<file path="src/rtl/wbr_pkg.sv">
package wbr_pkg;
  localparam int REG_CNT = 0;
  localparam int REG_CAP = 1;
  typedef enum logic {HALF_LO = 1'b0, HALF_HI = 1'b1} half_e;
endpackage

</file>
<file path="src/rtl/wbr_decode.sv">
module wbr_decode #(
  parameter int ADDR_W   = 2,
  parameter int NUM_REGS = 2
) (
  input  logic [ADDR_W-1:0]   addr,
  input  logic                wr,
  input  logic                rd,
  output logic [NUM_REGS-1:0] wr_lo,
  output logic [NUM_REGS-1:0] rd_lo,
  output logic                wr_hi,
  output logic                rd_hi
);
  import wbr_pkg::*;
  localparam int SEL_W = ADDR_W - 1;

  half_e half;
  logic [SEL_W-1:0] sel;

  assign half  = half_e'(addr[0]);
  assign sel   = addr[ADDR_W-1:1];
  assign wr_hi = wr && (half == HALF_HI);
  assign rd_hi = rd && (half == HALF_HI);

  for (genvar g = 0; g < NUM_REGS; g++) begin : g_sel
    assign wr_lo[g] = wr && (half == HALF_LO) && (sel == SEL_W'(g));
    assign rd_lo[g] = rd && (half == HALF_LO) && (sel == SEL_W'(g));
  end
endmodule

</file>
<file path="src/rtl/wbr_temp.sv">
module wbr_temp #(
  parameter int DATA_W = 8
) (
  input  logic              clk,
  input  logic              rst_n,
  input  logic              park_en,
  input  logic [DATA_W-1:0] park_data,
  input  logic              latch_en,
  input  logic [DATA_W-1:0] latch_data,
  output logic [DATA_W-1:0] q
);
  always_ff @(posedge clk or negedge rst_n) begin
    if (!rst_n)        q <= '0;
    else if (park_en)  q <= park_data;
    else if (latch_en) q <= latch_data;
  end
endmodule

</file>
<file path="src/rtl/wbr_counter.sv">
module wbr_counter #(
  parameter int WORD_W = 16
) (
  input  logic              clk,
  input  logic              rst_n,
  input  logic              inc_en,
  input  logic              load_en,
  input  logic [WORD_W-1:0] load_val,
  output logic [WORD_W-1:0] q
);
  always_ff @(posedge clk or negedge rst_n) begin
    if (!rst_n)       q <= '0;
    else if (load_en) q <= load_val;
    else if (inc_en)  q <= q + WORD_W'(1);
  end
endmodule

</file>
<file path="src/rtl/wbr_capture.sv">
module wbr_capture #(
  parameter int WORD_W = 16
) (
  input  logic              clk,
  input  logic              rst_n,
  input  logic              evt,
  input  logic [WORD_W-1:0] src,
  input  logic              load_en,
  input  logic [WORD_W-1:0] load_val,
  output logic [WORD_W-1:0] q
);
  always_ff @(posedge clk or negedge rst_n) begin
    if (!rst_n)       q <= '0;
    else if (load_en) q <= load_val;
    else if (evt)     q <= src;
  end
endmodule

</file>
<file path="src/rtl/wide_reg_bridge.sv">
module wide_reg_bridge #(
  parameter int DATA_W = 8,
  parameter int MODE_W = 4,
  parameter logic [(1<<MODE_W)-1:0] CAP_TOP_MODES = 16'h5500,
  localparam int WORD_W   = 2 * DATA_W,
  localparam int NUM_REGS = 2,
  localparam int ADDR_W   = 1 + $clog2(NUM_REGS)
) (
  input  logic              clk,
  input  logic              rst_n,
  input  logic [ADDR_W-1:0] addr_i,
  input  logic              wr_i,
  input  logic              rd_i,
  input  logic [DATA_W-1:0] wdata_i,
  output logic [DATA_W-1:0] rdata_o,
  output logic              rd_valid_o,
  input  logic [MODE_W-1:0] mode_i,
  input  logic              cnt_en_i,
  input  logic              cap_evt_i,
  output logic [WORD_W-1:0] cnt_o,
  output logic [WORD_W-1:0] cap_o
);
  import wbr_pkg::*;
  localparam int SEL_W = ADDR_W - 1;

  logic [NUM_REGS-1:0] wr_lo, rd_lo;
  logic                wr_hi, rd_hi;
  logic [DATA_W-1:0]   temp_q;
  logic [WORD_W-1:0]   words [NUM_REGS];
  logic                cap_is_top;
  logic [SEL_W-1:0]    sel;
  logic [DATA_W-1:0]   lo_sel, hi_sel;

  assign cap_is_top = CAP_TOP_MODES[mode_i];
  assign sel        = addr_i[ADDR_W-1:1];
  assign lo_sel     = words[sel][DATA_W-1:0];
  assign hi_sel     = words[sel][WORD_W-1:DATA_W];

  wbr_decode #(.ADDR_W(ADDR_W), .NUM_REGS(NUM_REGS)) u_dec (
    .addr(addr_i), .wr(wr_i), .rd(rd_i),
    .wr_lo(wr_lo), .rd_lo(rd_lo), .wr_hi(wr_hi), .rd_hi(rd_hi)
  );

  wbr_temp #(.DATA_W(DATA_W)) u_temp (
    .clk(clk), .rst_n(rst_n),
    .park_en(wr_hi), .park_data(wdata_i),
    .latch_en(|rd_lo), .latch_data(hi_sel),
    .q(temp_q)
  );

  for (genvar g = 0; g < NUM_REGS; g++) begin : g_word
    if (g == REG_CNT) begin : g_cnt
      wbr_counter #(.WORD_W(WORD_W)) u_cnt (
        .clk(clk), .rst_n(rst_n), .inc_en(cnt_en_i),
        .load_en(wr_lo[g]), .load_val({temp_q, wdata_i}),
        .q(words[g])
      );
    end else begin : g_cap
      wbr_capture #(.WORD_W(WORD_W)) u_cap (
        .clk(clk), .rst_n(rst_n),
        .evt(cap_evt_i && !cap_is_top), .src(words[REG_CNT]),
        .load_en(wr_lo[g] && cap_is_top), .load_val({temp_q, wdata_i}),
        .q(words[g])
      );
    end
  end

  assign cnt_o = words[REG_CNT];
  assign cap_o = words[REG_CAP];

  always_ff @(posedge clk or negedge rst_n) begin
    if (!rst_n) begin
      rdata_o    <= '0;
      rd_valid_o <= 1'b0;
    end else begin
      rd_valid_o <= rd_i;
      if (rd_hi)      rdata_o <= temp_q;
      else if (rd_i)  rdata_o <= lo_sel;
    end
  end
endmodule

</file>
<file path="config.mk">
export PLATFORM = sky130hd
export DESIGN_NAME = wide_reg_bridge
export DESIGN_NICKNAME = d
export VERILOG_FILES = /design/src/rtl/wbr_pkg.sv /design/src/rtl/wbr_decode.sv /design/src/rtl/wbr_temp.sv /design/src/rtl/wbr_counter.sv /design/src/rtl/wbr_capture.sv /design/src/rtl/wide_reg_bridge.sv
export SDC_FILE = /design/constraint.sdc
export NUM_CORES = 1
export LEC_CHECK = 0
export CAP_MARGIN = 0
export CORE_ASPECT_RATIO = 2
export CORE_UTILIZATION = 58
export DETAILED_ROUTE_END_ITERATION = 6
export DONT_BUFFER_PORTS = 1
export PLACE_DENSITY = 0.74
export SETUP_SLACK_MARGIN = 0.4
export SYNTH_ARGS = -nofsm -noshare
export SYNTH_HDL_FRONTEND = slang
export SYNTH_SLANG_ARGS = --single-unit
</file>
<file path="constraint.sdc">
create_clock -name clk -period 2.3 [get_ports clk]
set_clock_uncertainty 0.15 [all_clocks]
set_input_delay 0.115 -clock clk [delete_from_list [all_inputs] [get_ports clk]]
set_output_delay 0.115 -clock clk [all_outputs]
set_load 0.01 [all_outputs]
</file>
==> impl_metrics.csv, run 1 <==
group,metric,value,unit
synth,synthTopCellsByCount,"dfrtp_1 (49), o21ai_0 (35), nand2_1 (30), inv_1 (19), a22oi_1 (16)",
finish,multi_input_area,0.00117,mm2
job,max_cap_violations,0,
clock_network,postCtsSetupRepairBufs,0,
timing,finalCritPeriodShare,0.818,
synth,synth_area,0.00253,mm2
grt,antenna_found_initial,0,
worst_setup_path,path_max_fanout,7,
worst_setup_path,crit_buf_inv,1,
power,pwr-share-clk,0.204,
worst_setup_path,worstPathRequired,2340,ps
worst_setup_path,arrival,1920,ps
finish,drive_above_1_share,0.119,
power,switching_share,0.367,
clock_network,htreeDepth,2,
timing,drv_slew,0,
synth,ys_warn_count,0,
finish,regArea,0.00123,mm2
floorplan,design.die.area,0.00465,mm2
hold_path,min_path_type,"input port to register",
power,powerDensity,896,mW/mm2
clock_network,cts_tree,"yes",
floorplan,core,0.00413,mm2
placement,dp_slack,488,ps
clock_network,clock_path_buffers,2,
floorplan,die_w,48.7,um
floorplan,fp-row-count,33,
synth,yosysMostFrequentCell,"dfrtp_1",
worst_setup_path,crit_chain,"buf_4, nand4_1, nor4_1, xnor2_1, o21ai_0",
worst_setup_path,critPathTopFamily,"simple AND/OR/NAND/NOR gates",
outcome,status,"complete, no violations",
detailed_routing,firstDrtPassIters,5,
synth,ys_ff_latch,49,
synth,synth_top_area_frac,0.484,
detailed_routing,drc,0,
clock_network,clock_latency,310,ps
clock_network,root_buffer,"clkbuf_8",
floorplan,ioPinCount,61,
worst_setup_path,reg2reg_to,"g_word[0].g_cnt.u_cnt.q[15]",
synth,synth_edf_count,0,
worst_setup_path,crit_path_start,"g_word[0].g_cnt.u_cnt.q[1]",
timing,worst_pin_slew,507,ps
timing,fmax,0.532,GHz
placement,dp.cells,313,
detailed_routing,vias,2236,
timing,slew_headroom,0.662,
timing,period_needed,1880,ps
power,comb_power_share,0.289,
timing,tns,0,ps
floorplan,start_util,0.613,
clock_network,cts_buffers,5,
power,p_total,2.76,mW
finish,nets,323,
power,ir_drop,0.676,mV
finish,fill_cells,295,
synth,yosysSeqAreaShare,0.484,
grt,grt_pass1_wl,11500,um
detailed_routing,viasPerCell,6.30,
grt,grt_pass1_vias,2271,
worst_setup_path,rr_worst_depth,5,
grt,grtUsageTotal,0.332,
worst_setup_path,cp-start-kind,"register",
synth,synth_cell_types,34,
synth,async_reset_ff_frac,1.00,
power,power.internal,1.75,mW
synth,synth_top_area_cell,"dfrtp_1",
power,seqPwrFrac,0.507,
synth,ys.flop_type,"dfrtp_1",
finish,num_antenna_cells,0,
timing,setup_ws,419,ps
placement,port_buffers,0,
timing,rsz0062_at_grt,"yes",
timing,setup_viol,0,
worst_setup_path,r2r-start,"g_word[0].g_cnt.u_cnt.q[1]",
worst_setup_path,endpoint,"g_word[0].g_cnt.u_cnt.q[15]",
finish,syn_to_final_growth,21.8,%
synth,synth_area_leaders,"dfrtp_1 (48%), o21ai_0 (6.9%), a22oi_1 (4.7%), nand2_1 (4.4%), mux2_2 (4.0%)",
placement,place.gp.congestion,0.875,
worst_setup_path,worstSetupPathType,"register to register",
detailed_routing,wirelength,7160,um
worst_setup_path,rrSetupSlack,420,ps
detailed_routing,wire_per_inst,20.2,um
synth,postSynthCellCount,266,
detailed_routing,drtIter0Drc,121,
placement,dpl_cell_area,0.00261,mm2
synth,avgSynthCellArea,9.52,um2
power,switching_power,1.01,mW
grt,grt_max_degree,50,
finish,stdcell_count,355,
clock_network,clk_pin_slew_worst_paths,90,ps
worst_setup_path,worst_path_max_delay_cell,"nor4_1",
detailed_routing,final_antenna_net_count,0,
worst_setup_path,max_stage_delay,460,ps
floorplan,die_h,95.4,um
clock_network,clock_sinks,49,
worst_setup_path,critPathCaptureType,"register",
timing,finalHoldViolCount,0,
power,p_leak,1.29,nW
synth,synth.net_count,287,
worst_setup_path,worstSetupPathDepth,5,
grt,grt_overflow,0,
finish,stdcell_area,0.00308,mm2
placement,dp_hpwl,4600,um
[timing repair]
| item | CTS | global route |
|---|---|---|
| resized for setup | 0 | 3 |
| endpoints found under the setup margin | 0 | 3 |
| hold endpoints to repair | 88 | 0 |
| hold buffers | 34 | 0 |
[worst min path at each step]
stage	startpoint	endpoint	slack (ps)	depth (start not counted)
floorplan	rst_n	g_word[0].g_cnt.u_cnt.q[0]	-330	0
global placement	rst_n	rdata_o[5]	-330	0
detailed placement	rst_n	rdata_o[2]	-330	0
CTS	addr_i[1]	rdata_o[4]	10	3
global route	addr_i[0]	rdata_o[1]	40	2
finish	addr_i[1]	rdata_o[0]	10	3
[power by group through the flow]
stage | combinational, mW | sequential [mW] | clock (mW)
2_1_floorplan | 0.428 | 1.39 | 0
6_report | 0.799 | 1.40 | 0.563
5_1_grt | 0.873 | 1.43 | 0.595
4_1_cts | 0.773 | 1.39 | 0.566
3_3_place_gp | 0.628 | 1.40 | 0
3_5_place_dp | 0.649 | 1.41 | 0
[cell type report]
type | instances | area share
Clock buffer | 7 | 0.0312
Clock inverter | 1 | 0.00162
Inverter | 19 | 0.0231
Multi-Input combinational cell | 181 | 0.379
Sequential cell | 49 | 0.398
Tap cell | 52 | 0.0211
Timing Repair Buffer | 46 | 0.146
[registers in the layout (all words and copies together) (netlist names)]
signal                cells
rdata_o                   8
g_word.g_cnt.u_cnt.q     16
rd_valid_o                1
u_temp.q                  8
g_word.g_cap.u_cap.q     16
[routing by layer]
layer / part of all wire / GRT usage / vias to the layer above
li1: - / - / 1008
met4: 0.039 / 0.206 / 0
met3: 0.071 / 0.0734 / 23
met1: 0.36 / 0.372 / 1084
met2: 0.53 / 0.566 / 121
met5: 0 / 0 / -
[worst register-to-register path: stages, from the launching register on]
cell,delay (ps)
dfrtp_1,410
buf_4,180
nand4_1,310
nor4_1,460
xnor2_1,160
o21ai_0,90
[cells in the final DEF (no fill, tap or decap), drive strengths merged, types with 2 or more instances in the layout]
cell type / count
clkbuf: 7
or4: 2
a211oi: 7
o22ai: 7
mux2: 9
inv: 19
nor4: 5
nand3: 5
dlygate4sd3: 32
xor2: 3
nor3b: 2
nand2: 30
nor2b: 6
nand4: 6
xnor2: 10
buf: 13
nor2: 12
a22oi: 16
a21oi: 3
mux2i: 10
o21ai: 37
dfrtp: 49
o211ai: 2
[cells by family (layout without fill, tap and decap cells)]
logic type / count (synthesis) / count (layout) / synth area share
compound gates: 73 / 73 / 0.173
xor+xnor: 13 / 13 / 0.0450
fa+ha+maj: 1 / 1 / 0.00494
buf+inv: 36 / 73 / 0.0588
flops: 49 / 49 / 0.484
mux: 19 / 19 / 0.0795
simple gates: 75 / 75 / 0.154
[metrics by stage]
step | utilization | hold slack (ps)
final | 0.747 | 12.9
after global routing | 0.747 | 36.6
after CTS | 0.743 | 12.6
after detailed placement | 0.632 | -330
after global placement | 0.632 | -330
after floorplan | - | -331
Note: power is estimated with default switching activity, not from simulation.
==> inputs of run 2 (changes only) <==
Settings changed: CORE_UTILIZATION 58 to 57, PLACE_DENSITY 0.74 to 0.75.
Clock period 2.3 ns to 1.6 ns, I/O delays scaled along.
==> impl_metrics.csv, run 2 (same netlist as run 1, synthesis figures left out) <==
group,metric,value,unit
outcome,status,"finished with violations",
outcome,failed_checks,"negative hold slack, negative setup slack",
worst_setup_path,cp-start-kind,"register",
detailed_routing,highest_layer,"met4",
placement,dp.cells,335,
timing,slew_headroom,0.577,
power,switching_power,1.69,mW
power,ir_drop,0.876,mV
finish,syn_to_final_growth,34.9,%
clock_network,clock_path_buffers,2,
floorplan,fp-row-count,34,
power,p_leak,1.52,nW
placement,dp_hpwl,4860,um
floorplan,core,0.00430,mm2
finish,drive_above_1_share,0.322,
timing,finalCritPeriodShare,1.12,
finish,largestRegisters,"g_word.g_cnt.u_cnt.q: 16 flops, g_word.g_cap.u_cap.q: 16 flops",
finish,final_common_cell,"dfrtp_1",
clock_network,root_buffer,"clkbuf_8",
timing,fmax,0.559,GHz
detailed_routing,drc,0,
timing,drv_slew,0,
clock_network,cts_buffers,5,
floorplan,die_w,49.1,um
clock_network,htreeDepth,2,
grt,antenna_found_initial,0,
worst_setup_path,path_max_fanout,4,
detailed_routing,viasPerCell,6.42,
power,switching_share,0.372,
finish,nets,334,
clock_network,clock_latency,300,ps
timing,setup_viol,12,
floorplan,ioPinCount,61,
worst_setup_path,worstPathRequired,1690,ps
detailed_routing,firstDrtPassIters,4,
grt,grt_pass1_vias,2365,
placement,port_buffers,0,
grt,grt_overflow,0,
timing,rsz0062_at_grt,"yes",
worst_setup_path,arrival,1880,ps
worst_setup_path,crit_chain,"ha_4, nand4_1, or3_4, or4_1, nand3_1",
timing,finalHoldViolCount,68,
clock_network,hold_buffers,10,
hold_path,min_path_type,"input port to async pin",
floorplan,die_h,96.3,um
timing,period_needed,1790,ps
clock_network,clk_pin_slew_worst_paths,90,ps
detailed_routing,wl_met1,2870,um
detailed_routing,met3_length,490,um
job,max_cap_violations,0,
worst_setup_path,rr_worst_depth,5,
detailed_routing,wire_per_inst,21.6,um
power,powerDensity,1330,mW/mm2
placement,dp_slack,-127,ps
power,seqPwrFrac,0.435,
worst_setup_path,worst_path_max_delay_cell,"or3_4",
worst_setup_path,worstSetupPathType,"register to register",
worst_setup_path,critPathCaptureType,"register",
finish,final_cell_mix,"dfrtp_1 (45), o21ai_1 (31), nand2_1 (28), buf_4 (26), buf_6 (20)",
finish,stdcell_count,368,
worst_setup_path,crit_buf_inv,0,
worst_setup_path,max_stage_delay,430,ps
clock_network,clock_sinks,49,
power,comb_power_share,0.388,
finish,num_antenna_cells,0,
power,power.internal,2.85,mW
detailed_routing,vias,2363,
worst_setup_path,worstSetupPathDepth,5,
grt,grt_pass1_wl,11800,um
clock_network,cts_tree,"yes",
power,pwr-share-clk,0.177,
floorplan,start_util,0.589,
grt,grt_max_degree,50,
power,p_total,4.54,mW
detailed_routing,final_antenna_net_count,0,
timing,setup_ws,-190,ps
placement,place.gp.congestion,0.895,
detailed_routing,wirelength,7930,um
timing,worst_pin_slew,634,ps
detailed_routing,drtIter0Drc,116,
grt,grtUsageTotal,0.340,
worst_setup_path,critPathTopFamily,"simple AND/OR/NAND/NOR gates",
timing,fin_hold_ws,-688,ps
detailed_routing,met2_length,4280,um
floorplan,design.die.area,0.00473,mm2
-- run 2: cell types whose count changed in the layout (fill, tap and decap cells not counted), moves of 6 or more --
cell and delta:
o21ai_1 +29, buf_6 +20, o21ai_0 -29, mux2_2 -6, dlygate4sd3_1 -23, buf_4 +14
mux2_4 +6
-- run 2: power by group through the flow --
| stage | clock (mW) | combinational (mW) | sequential, mW |
|---|---|---|---|
| floorplan | 0 | 0.687 | 2.02 |
| global placement | 0 | 1.11 | 1.97 |
| detailed placement | 0 | 1.15 | 1.98 |
| CTS | 0.823 | 1.48 | 1.96 |
| global route | 0.843 | 1.88 | 2.01 |
| finish | 0.806 | 1.76 | 1.98 |
-- run 2: stage by stage --
stage | utilization | TNS [ps] | area [um2]
2_1_floorplan | - | -359 | 2610
3_3_place_gp | 0.652 | -651 | 2800
3_5_place_dp | 0.652 | -771 | 2800
4_1_cts | 0.757 | -476 | 3250
5_1_grt | 0.795 | -1840 | 3420
6_report | 0.795 | -1150 | 3420
-- run 2: repair_timing --
| action | in CTS | in global routing |
|---|---|---|
| resized for setup | 45 | 35 |
| endpoints found under the hold margin | 85 | 67 |
| buffers inserted | 10 | 5 |
| endpoints found under the setup margin | 24 | 39 |
| pin swaps | 14 | 22 |
-- run 2: final timing paths --
check	startpoint	endpoint	slack, ps
min in group clk	addr_i[0]	u_temp.q[7]	-270
max in group asynchronous	rst_n	g_word[0].g_cnt.u_cnt.q[1]	1890
hold reg to reg	rdata_o[1]	rdata_o[1]	440
setup reg to reg	g_word[0].g_cnt.u_cnt.q[1]	g_word[0].g_cnt.u_cnt.q[10]	-190
hold / removal	rst_n	rdata_o[7]	-690
setup / recovery	g_word[0].g_cnt.u_cnt.q[1]	g_word[0].g_cnt.u_cnt.q[10]	-190
-- run 2: cell type report --
cell class	instances	area, um2
Inverter	19	78.8
Clock buffer	7	96.3
Sequential cell	49	1230
Clock inverter	1	5.00
Fill cell	260	880
Tap cell	54	67.6
Multi-Input combinational cell	181	1400
Timing Repair Buffer	57	538
-- run 2: metal layers --
| layer | global-route usage | vias up |
|---|---|---|
| met3 | 0.0695 | 26 |
| met1 | 0.361 | 1178 |
| met4 | 0.196 | 0 |
| li1 | - | 1035 |
| met2 | 0.613 | 124 |
| met5 | 0 | - |
-- run 2: worst reg2reg max path, cell delays in order (launching register included) --
cell	delay, ps
dfrtp_2	390
ha_4	140
nand4_1	130
or3_4	430
or4_1	410
nand3_1	80
